--- config.mk ---
export PLATFORM = sky130hd
export DESIGN_NAME = sfc_seq
export DESIGN_NICKNAME = d
export VERILOG_FILES = /design/src/rtl/sfc_seq.sv
export SDC_FILE = /design/constraint.sdc
export NUM_CORES = 2
export LEC_CHECK = 0
export ABC_CLOCK_PERIOD_IN_PS = 9900
export BUFFER_PORTS_ARGS = -buffer_cell sky130_fd_sc_hd__buf_4
export CAP_MARGIN = 20
export CORE_ASPECT_RATIO = 1.2
export CORE_MARGIN = 2
export CORE_UTILIZATION = 45
export DETAILED_ROUTE_END_ITERATION = 8
export PLACE_DENSITY_LB_ADDON = 0.1
export SKIP_LAST_GASP = 1
export SLEW_MARGIN = 40
export SYNTH_ARGS = -nofsm -noshare
export SYNTH_HDL_FRONTEND = slang
export SYNTH_SLANG_ARGS = --single-unit
export TNS_END_PERCENT = 1
--- constraint.sdc ---
create_clock -name clk -period 9.9 [get_ports clk]
set_clock_uncertainty 0.15 [all_clocks]
set_input_delay 0.495 -clock clk [delete_from_list [all_inputs] [get_ports clk]]
set_output_delay 0.495 -clock clk [all_outputs]
set_load 0.05 [all_outputs]
--- src/rtl/sfc_seq.sv ---
module sfc_seq #(
  parameter int BUF_WORDS = 64
) (
  input  logic        clk,
  input  logic        rst_n,
  input  logic        reg_wr,
  input  logic [7:0]  reg_addr,
  input  logic [31:0] reg_wdata,
  output logic [31:0] reg_rdata,
  input  logic        addr4_strap,
  output logic        sck,
  output logic [3:0]  cs_n,
  output logic [3:0]  io_out,
  output logic [3:0]  io_oe,
  input  logic [3:0]  io_in,
  output logic        irq
);
  localparam int BW = $clog2(BUF_WORDS * 4);
  localparam int WW = BW - 2;

  typedef enum logic [2:0] {S_IDLE, S_OPC, S_ADR, S_DUM, S_DAT, S_GAP} st_t;

  st_t         st, nph;
  logic [19:1] cfg;
  logic [7:0]  opc, bidx, rx, rx_nxt, ld_byte;
  logic [31:0] adr, lim, aval, sh, ldw;
  logic [8:0]  mask, raw, clr;
  logic [31:0] mem [BUF_WORDS];
  logic [5:0]  bits;
  logic [2:0]  wo, wa, wd, w;
  logic [BW-1:0] ld_idx;
  logic        gapc, busy, active, wr_ok, go, abort, launch, last, eng_wr, done, drive;

  wire [1:0] f_sel  = cfg[2:1];
  wire       f_aen  = cfg[3];
  wire [2:0] f_dcnt = cfg[6:4];
  wire       f_den  = cfg[7];
  wire       f_rd   = cfg[8];
  wire [7:0] f_cnt  = cfg[16:9];
  wire [2:0] f_mode = cfg[19:17];

  assign busy   = st != S_IDLE;
  assign active = st == S_OPC || st == S_ADR || st == S_DUM || st == S_DAT;
  assign wr_ok  = reg_wr && !busy;
  assign go     = wr_ok && reg_addr == 8'h00 && reg_wdata[0];
  assign aval   = addr4_strap ? adr : {8'h00, adr[23:0]};
  assign abort  = go && reg_wdata[3] && aval >= lim;
  assign launch = go && !abort;

  assign wo = f_mode == 3'd7 ? 3'd4 : f_mode == 3'd3 ? 3'd2 : 3'd1;
  assign wa = (f_mode == 3'd6 || f_mode == 3'd7) ? 3'd4 :
              (f_mode == 3'd2 || f_mode == 3'd3) ? 3'd2 : 3'd1;
  assign wd = f_mode[2] ? (f_mode[1:0] == 2'd0 ? 3'd1 : 3'd4) :
                          (f_mode == 3'd0 ? 3'd1 : 3'd2);

  always_comb begin
    case (st)
      S_OPC:   w = wo;
      S_ADR:   w = wa;
      default: w = wd;
    endcase
  end

  always_comb begin
    case (st)
      S_OPC:   nph = f_aen ? S_ADR : (f_dcnt != 3'd0 ? S_DUM : (f_den ? S_DAT : S_GAP));
      S_ADR:   nph = f_dcnt != 3'd0 ? S_DUM : (f_den ? S_DAT : S_GAP);
      S_DUM:   nph = f_den ? S_DAT : S_GAP;
      S_DAT:   nph = bidx == f_cnt ? S_GAP : S_DAT;
      default: nph = S_GAP;
    endcase
  end

  assign last    = active && sck && bits == {3'b000, w};
  assign eng_wr  = st == S_DAT && f_rd && last;
  assign done    = st == S_GAP && !gapc;
  assign ld_idx  = st == S_DAT ? bidx[BW-1:0] + 1'b1 : '0;
  assign ldw     = mem[ld_idx[BW-1:2]];
  assign ld_byte = ldw[{ld_idx[1:0], 3'b000} +: 8];
  assign rx_nxt  = w == 3'd4 ? {rx[3:0], io_in} :
                   w == 3'd2 ? {rx[5:0], io_in[1:0]} : {rx[6:0], io_in[1]};

  assign drive  = st == S_OPC || st == S_ADR || (st == S_DAT && !f_rd);
  assign io_oe  = !drive ? 4'h0 : w == 3'd4 ? 4'hF : w == 3'd2 ? 4'h3 : 4'h1;
  assign io_out = io_oe & (w == 3'd4 ? sh[31:28] :
                           w == 3'd2 ? {2'b00, sh[31:30]} : {3'b000, sh[31]});

  always_ff @(posedge clk or negedge rst_n) begin
    if (!rst_n) begin
      st <= S_IDLE; cfg <= '0; opc <= '0; adr <= '0; lim <= '1; mask <= '0;
      sh <= '0; bits <= '0; bidx <= '0; rx <= '0; gapc <= 1'b0;
      sck <= 1'b0; cs_n <= 4'hF;
    end else begin
      if (wr_ok && reg_addr == 8'h00) cfg <= reg_wdata[19:1];
      if (wr_ok && reg_addr == 8'h01) opc <= reg_wdata[7:0];
      if (wr_ok && reg_addr == 8'h02) adr <= reg_wdata;
      if (reg_wr && reg_addr == 8'h05) mask <= reg_wdata[8:0];
      if (reg_wr && reg_addr == 8'h08) lim <= reg_wdata;
      if (launch) begin
        st   <= S_OPC;
        sh   <= {opc, 24'h0};
        bits <= 6'd8;
        sck  <= 1'b0;
        cs_n <= ~(4'b0001 << reg_wdata[2:1]);
      end else if (active) begin
        if (!sck) begin
          sck <= 1'b1;
          if (st == S_DAT && f_rd) rx <= rx_nxt;
        end else begin
          sck  <= 1'b0;
          sh   <= sh << w;
          bits <= bits - {3'b000, w};
          if (last) begin
            st <= nph;
            case (nph)
              S_ADR: begin
                sh   <= addr4_strap ? adr : {adr[23:0], 8'h00};
                bits <= addr4_strap ? 6'd32 : 6'd24;
              end
              S_DUM: bits <= {f_dcnt, 3'b000};
              S_DAT: begin
                sh   <= {ld_byte, 24'h0};
                bits <= 6'd8;
                bidx <= st == S_DAT ? bidx + 8'd1 : 8'd0;
              end
              default: begin
                cs_n <= 4'hF;
                gapc <= 1'b1;
              end
            endcase
          end
        end
      end else if (st == S_GAP) begin
        if (gapc) gapc <= 1'b0;
        else st <= S_IDLE;
      end
    end
  end

  always_ff @(posedge clk) begin
    if (wr_ok && reg_addr[7]) mem[reg_addr[WW-1:0]] <= reg_wdata;
    else if (eng_wr) mem[bidx[BW-1:2]][{bidx[1:0], 3'b000} +: 8] <= rx;
  end

  assign clr = (reg_wr && reg_addr == 8'h07) ? reg_wdata[8:0] : 9'h000;

  always_ff @(posedge clk or negedge rst_n) begin
    if (!rst_n) raw <= '0;
    else raw <= (raw & ~clr) | {3'b000, abort, 4'b0000, done | abort};
  end

  assign irq = |(raw & mask);

  always_comb begin
    reg_rdata = 32'h0;
    if (reg_addr[7]) reg_rdata = mem[reg_addr[WW-1:0]];
    else case (reg_addr)
      8'h00: reg_rdata = {12'h000, cfg, busy};
      8'h01: reg_rdata = {24'h0, opc};
      8'h02: reg_rdata = adr;
      8'h03: reg_rdata = {29'h0, addr4_strap, 2'b00};
      8'h04: reg_rdata = {23'h0, raw};
      8'h05: reg_rdata = {23'h0, mask};
      8'h06: reg_rdata = {23'h0, raw & mask};
      8'h08: reg_rdata = lim;
      default: reg_rdata = 32'h0;
    endcase
  end
endmodule

# Word level (Yosys, flattened, before mapping)
# Memory sizes are Yosys's and may differ from the RTL's.
# Cells that the tools add are included.
# word_totals
register_bits	172
ram_bits	2048
output_inout_bits	46
n_memories	1
# op_classes
add_sub_neg	3
n_lt_le_gt_ge	1
eq_ne	31
shift	5
muxes	64
n_bitwise	9
reduce_logical	47
# mem_list
name	depth	width	read_ports	rd_ports_with_merged_regs	wr	line_no	rtl
mem	64	32	2	0	1	28	logic [31:0] mem [BUF_WORDS];
# op_table
cell	n
$mux W32	10
$pmux W32 S8	1
$pmux W32 S2	1
$mux W3	12
$mux W6	6
$eq A8 B3 Y1 const B	4
$ge A32 B32 Y1	1
$mux W4	8
$reduce_or A32 Y1	1
$shift A8 B7 Y32 const A	1
$shiftx A32 B6 Y8	1
$shiftx A8 B7 Y32	1
$shl A32 B3 Y32	1
$mux W8	3
$eq A3 B2 Y1 const B	7
$and A9 B9 Y9	2
$eq A3 B3 Y1 const B	6
$logic_and A1 B1 Y1	18
$pmux W6 S3	1
$eq A8 B2 Y1 const B	2
$mux W1	14
$pmux W3 S4	1
$reduce_and A4 Y1	3
$mux W2	5
other kinds (32)	50

# Logic depth before layout (Yosys ltp)
# logic_depth
ltp_word	13
mapped_depth	24
ltp_nobuf	17

# Worst setup path before layout
# OpenSTA, ideal clock, no wires.
# synth_path
kind	flip-flop to flip-flop
from	register st[0]
to	memory mem[0][1], data pin
arrival_time_ns	6.321
required_ns	9.048
path_slack_ns	2.727
path_stages_with_launch	22
period_less_slack_ns	7.173
cell_sequence	dfrtp_1 buf_6 buf_2 nand2b_1 a2bb2oi_1 o22a_1 buf_2 clkinv_1 clkbuf_1 buf_1 ha_1 nand4b_1 nor3_1 and2_1 clkbuf_1 and3_1 clkbuf_1 o41a_1 clkbuf_1 clkbuf_1 buf_1 o21ai_0
# synth_between
elab_chain_cells	12
word_cells_on_any_way	22
classes_between	eq/ne: 5; mux: 5; reduce/logical: 12
# synth_lines
element	line_no	rtl
from (decl)	23	st_t st, nph;
from (signal assigned)	114	st <= nph;
branches (longest 8 deep; another with $eq A6 B3 Y1)	--	
$mux W1 *	141	if (wr_ok && reg_addr[7]) mem[reg_addr[WW-1:0]] <= reg_wdata;
$mux W32 (not written as such) *	142	else if (eng_wr) mem[bidx[BW-1:2]][{bidx[1:0], 3'b000} +: 8] <= rx;
$reduce_or A32 Y1 (no line) *	--	
$mux W32 (no line) *	--	
to (decl)	28	
# Mark *: on every way between the ends.

# Final worst setup path
# layout_path
from	register st[0]
to	memory mem[48][5] (enable)
# layout_between
elab_chain_cells	12
word_cells_on_any_way	25
classes_between	eq/ne: 5; mux: 8; reduce/logical: 12
# layout_lines
element
branches (longest 12 deep; another with $mux W32)
# Several ways; the timed one is not identified.

==> reports/qor.txt <==
Via density - 7.06
initial antenna violation count - 45
Non-Filler Instances - 11300
post-layout utilization of the core - 50.5%
# setup viols final - 0
initial core utilization - 45.2%
fillers - 20400
top cell type's share of synthesized area - 56.8%
RSZ-0062 raised after global routing - no
I/O pins - 94
Netlist Area Pre-Place - 108000 um2
critical setup path kind - flop to flop
Syn Nets - 8053
Die Height - 541 um
minimum clock period - 7740 ps
CTS Buffer Depth - 4
CP startpoint kind - flop
Crit. End Element - flop
clock latency on the worst-skew pair - 940 ps
CTS tree - built
final hold vios - 0
average size of a mapped cell - 13.6 um2
Cells after Synth - 7964
DRC errors left - 0
Detail Route Antenna Nets - 0
share of cells above drive strength 1 - 19.6%
global-route wire length before repair - 628000 um
Most Crowded Layer GR - met2
Post-Place Setup Slack - 2520 ps
Clock transition at path regs - 70 ps
Routability Congestion - 0.988
R2R Setup Slk - 2160 ps
routing usage on met2 - 55.4%
Worst-Margin Slew - 1030 ps
maximum clock frequency - 129 MHz
slew margin rel. - 30.5%
post-cts resize count - 0
grt ovf - 0
Setup TNS - 0 ps
Sink Count - 2220
total CTS buffers - 221
final net count - 7980
Core ar. - 240000 um2
row count - 197
Critical Path RT - 10290 ps
largest net degree at the start of global routing - 119
met1 usage - 47.7%
Final Cycle Share - 78.2%
VDD IR-drop max - 0.145 mV
#FFs+latches synth - 2220
Max Cap Viol - 0
Vias - 79700
arrival time at the worst endpoint - 8130 ps
routed wire length - 461000 um
drt wl/cell - 40.8 um
Yosys top cell by area - edfxtp_1
status - completed
Die Wd - 452 um
P_leak - 39.1 nW
post-synthesis sequential area ratio - 60.8%
asr flop ratio synth - 7.75%
Post-synth EDFFs - 2048
post-synthesis cell type count - 91
GRT Overall Usage - 37.1%
PD cells - 173 nW/um2
root buf cell - clkbuf_16
H-tree depth - 4
first drt pass iteration count - 6
vias in the first global route - 74200
CP Max Fanout - 72
Die ar. - 245000 um2
P&R area growth vs syn - 11.7%
Synth area leaders - edfxtp_1 57%, mux4_2 14%, nand2_1 5.6%
top_reg_cell synth - edfxtp_1
final worst slack - 2160 ps
worst min path class - input port to flop
DP Cell Count - 10800
Post-DP HPWL - 301000 um
1st-iter DRT viols - 13700
Synth Warn # - 0
max-slew violations - 0
IO Port Bufs - 93
M3 GR Usage - 10.5%
## metal layers
metal | up-vias | wire length [um]
met3 | 1470 | 58400
met2 | 6623 | 206000
li1 | 30900 | -
met5 | - | 448
met4 | 40 | 34500
met1 | 40700 | 162000
## kinds of logic (layout without fill, tap and decap cells)
kind of cell | Yosys count | after routing | share of synthesized area [%]
multiplexers | 1116 | 1116 | 18.3
flip-flops | 2220 | 2220 | 60.8
XOR/XNOR | 18 | 18 | 0.146
other | 0 | 36 | 0
AO/OA/AOI/OAI | 899 | 899 | 5.75
buffers and inverters | 672 | 778 | 2.60
AND/OR/NAND/NOR | 2997 | 2997 | 11.9
adder cells (fa/ha/maj) | 42 | 42 | 0.490
## registers in the layout, indices dropped and copies added, names as in the netlist
signal / count
cfg: 19
sh: 32
lim: 32
cs_n: 4
raw: 9
opc: 8
mask: 9
sck: 1
gapc: 1
adr: 32
mem: 2048
st: 3
bidx: 8
rx: 8
bits: 6
## timing repair
action / CTS / global route
hold buffers: 40 / 1
buffers inserted: 0 / 0
setup endpoints to repair: 0 / 0
endpoints found under the hold margin: 219 / 7
## path summary, 6_finish.rpt
check                           cells past startpoint               start              endpoint
worst max-delay path                               15   st[0]$_DFFE_PN0P_  mem[48][5]$_DFFE_PP_
worst min-delay path                                5         addr4_strap    sh[19]$_DFFE_PN0P_
worst max register to register                     15   st[0]$_DFFE_PN0P_  mem[48][5]$_DFFE_PP_
worst min register to register                      2  lim[2]$_DFFE_PN1P_    lim[2]$_DFFE_PN1P_
max in group asynchronous                           4               rst_n   cfg[19]$_DFFE_PN0P_
min in group asynchronous                           3               rst_n     sh[9]$_DFFE_PN0P_
## synthesized netlist by cell type (60+ instances only)
cell	count
a211oi_1	61
a21oi_1	154
a22oi_1	85
a31oi_1	124
and3_1	94
buf_1	122
buf_2	142
clkbuf_1	326
dfrtp_1	136
edfxtp_1	2048
mux2_2	108
mux2i_1	327
mux4_2	679
nand2_1	1603
nand3_1	587
nand4_1	114
nor2_1	445
nor3_1	60
o21ai_0	112
## power by group
part	internal, W	leakage (nW)	switching (W)
logic	0.000598	15.1	0.00118
clock network	0.00482	3.48	0.00379
registers	0.0104	20.5	0.000162
## per-stage QoR
stage | total power (W) | instance area [um2] | hold slack (ps)
6_report | 0.0209 | 121000 | 102
5_1_grt | 0.0213 | 121000 | 135
4_1_cts | 0.0209 | 121000 | 79.1
3_5_place_dp | 0.0124 | 113000 | 336
3_3_place_gp | 0.0124 | 113000 | 334
2_1_floorplan | 0.0116 | 108000 | 49.4
## worst max-delay path: stages, from the launching register on
cell and delay (ps):
dfrtp_1 700, nor2b_1 410, a2bb2oi_1 110, o22a_1 380
inv_2 120, buf_4 590, ha_1 250, nand4b_1 100
nor3_1 420, and2_1 420, and3_1 370, o41a_4 600
o21ai_1 340, nor2_2 690, nand2_1 820, nor2_1 820
## layout make-up
class	count	area (um2)	area share (%)
sequential	2220	65800	54.5
multi-input combinational	5072	40800	33.7
clock buffer	255	5690	4.70
tap	3184	3980	3.29
timing repair buffer	323	2880	2.38
clock inverter	147	1480	1.22
inverter	53	199	0.165
antenna	36	90.1	0.0745
## placed cells by master (no fill, tap or decap), drive strengths merged, types with 41 or more instances in the layout
cell type | Yosys | layout
mux2 | 109 | 109
nor2 | 447 | 447
mux4 | 679 | 679
nand4 | 114 | 114
clkinv | 2 | 92
inv | 51 | 62
dlygate4sd3 | 0 | 41
edfxtp | 2048 | 2048
buf | 291 | 280
o22ai | 45 | 45
nor3 | 60 | 60
a21oi | 154 | 154
a31oi | 124 | 124
a211oi | 61 | 61
nand3 | 587 | 587
a32oi | 55 | 55
mux2i | 328 | 328
and3 | 94 | 94
clkbuf | 328 | 257
dfrtp | 136 | 136
a22oi | 85 | 85
nand2 | 1606 | 1606
o21ai | 116 | 116
No activity file was read; power rests on OpenSTA's default activity.
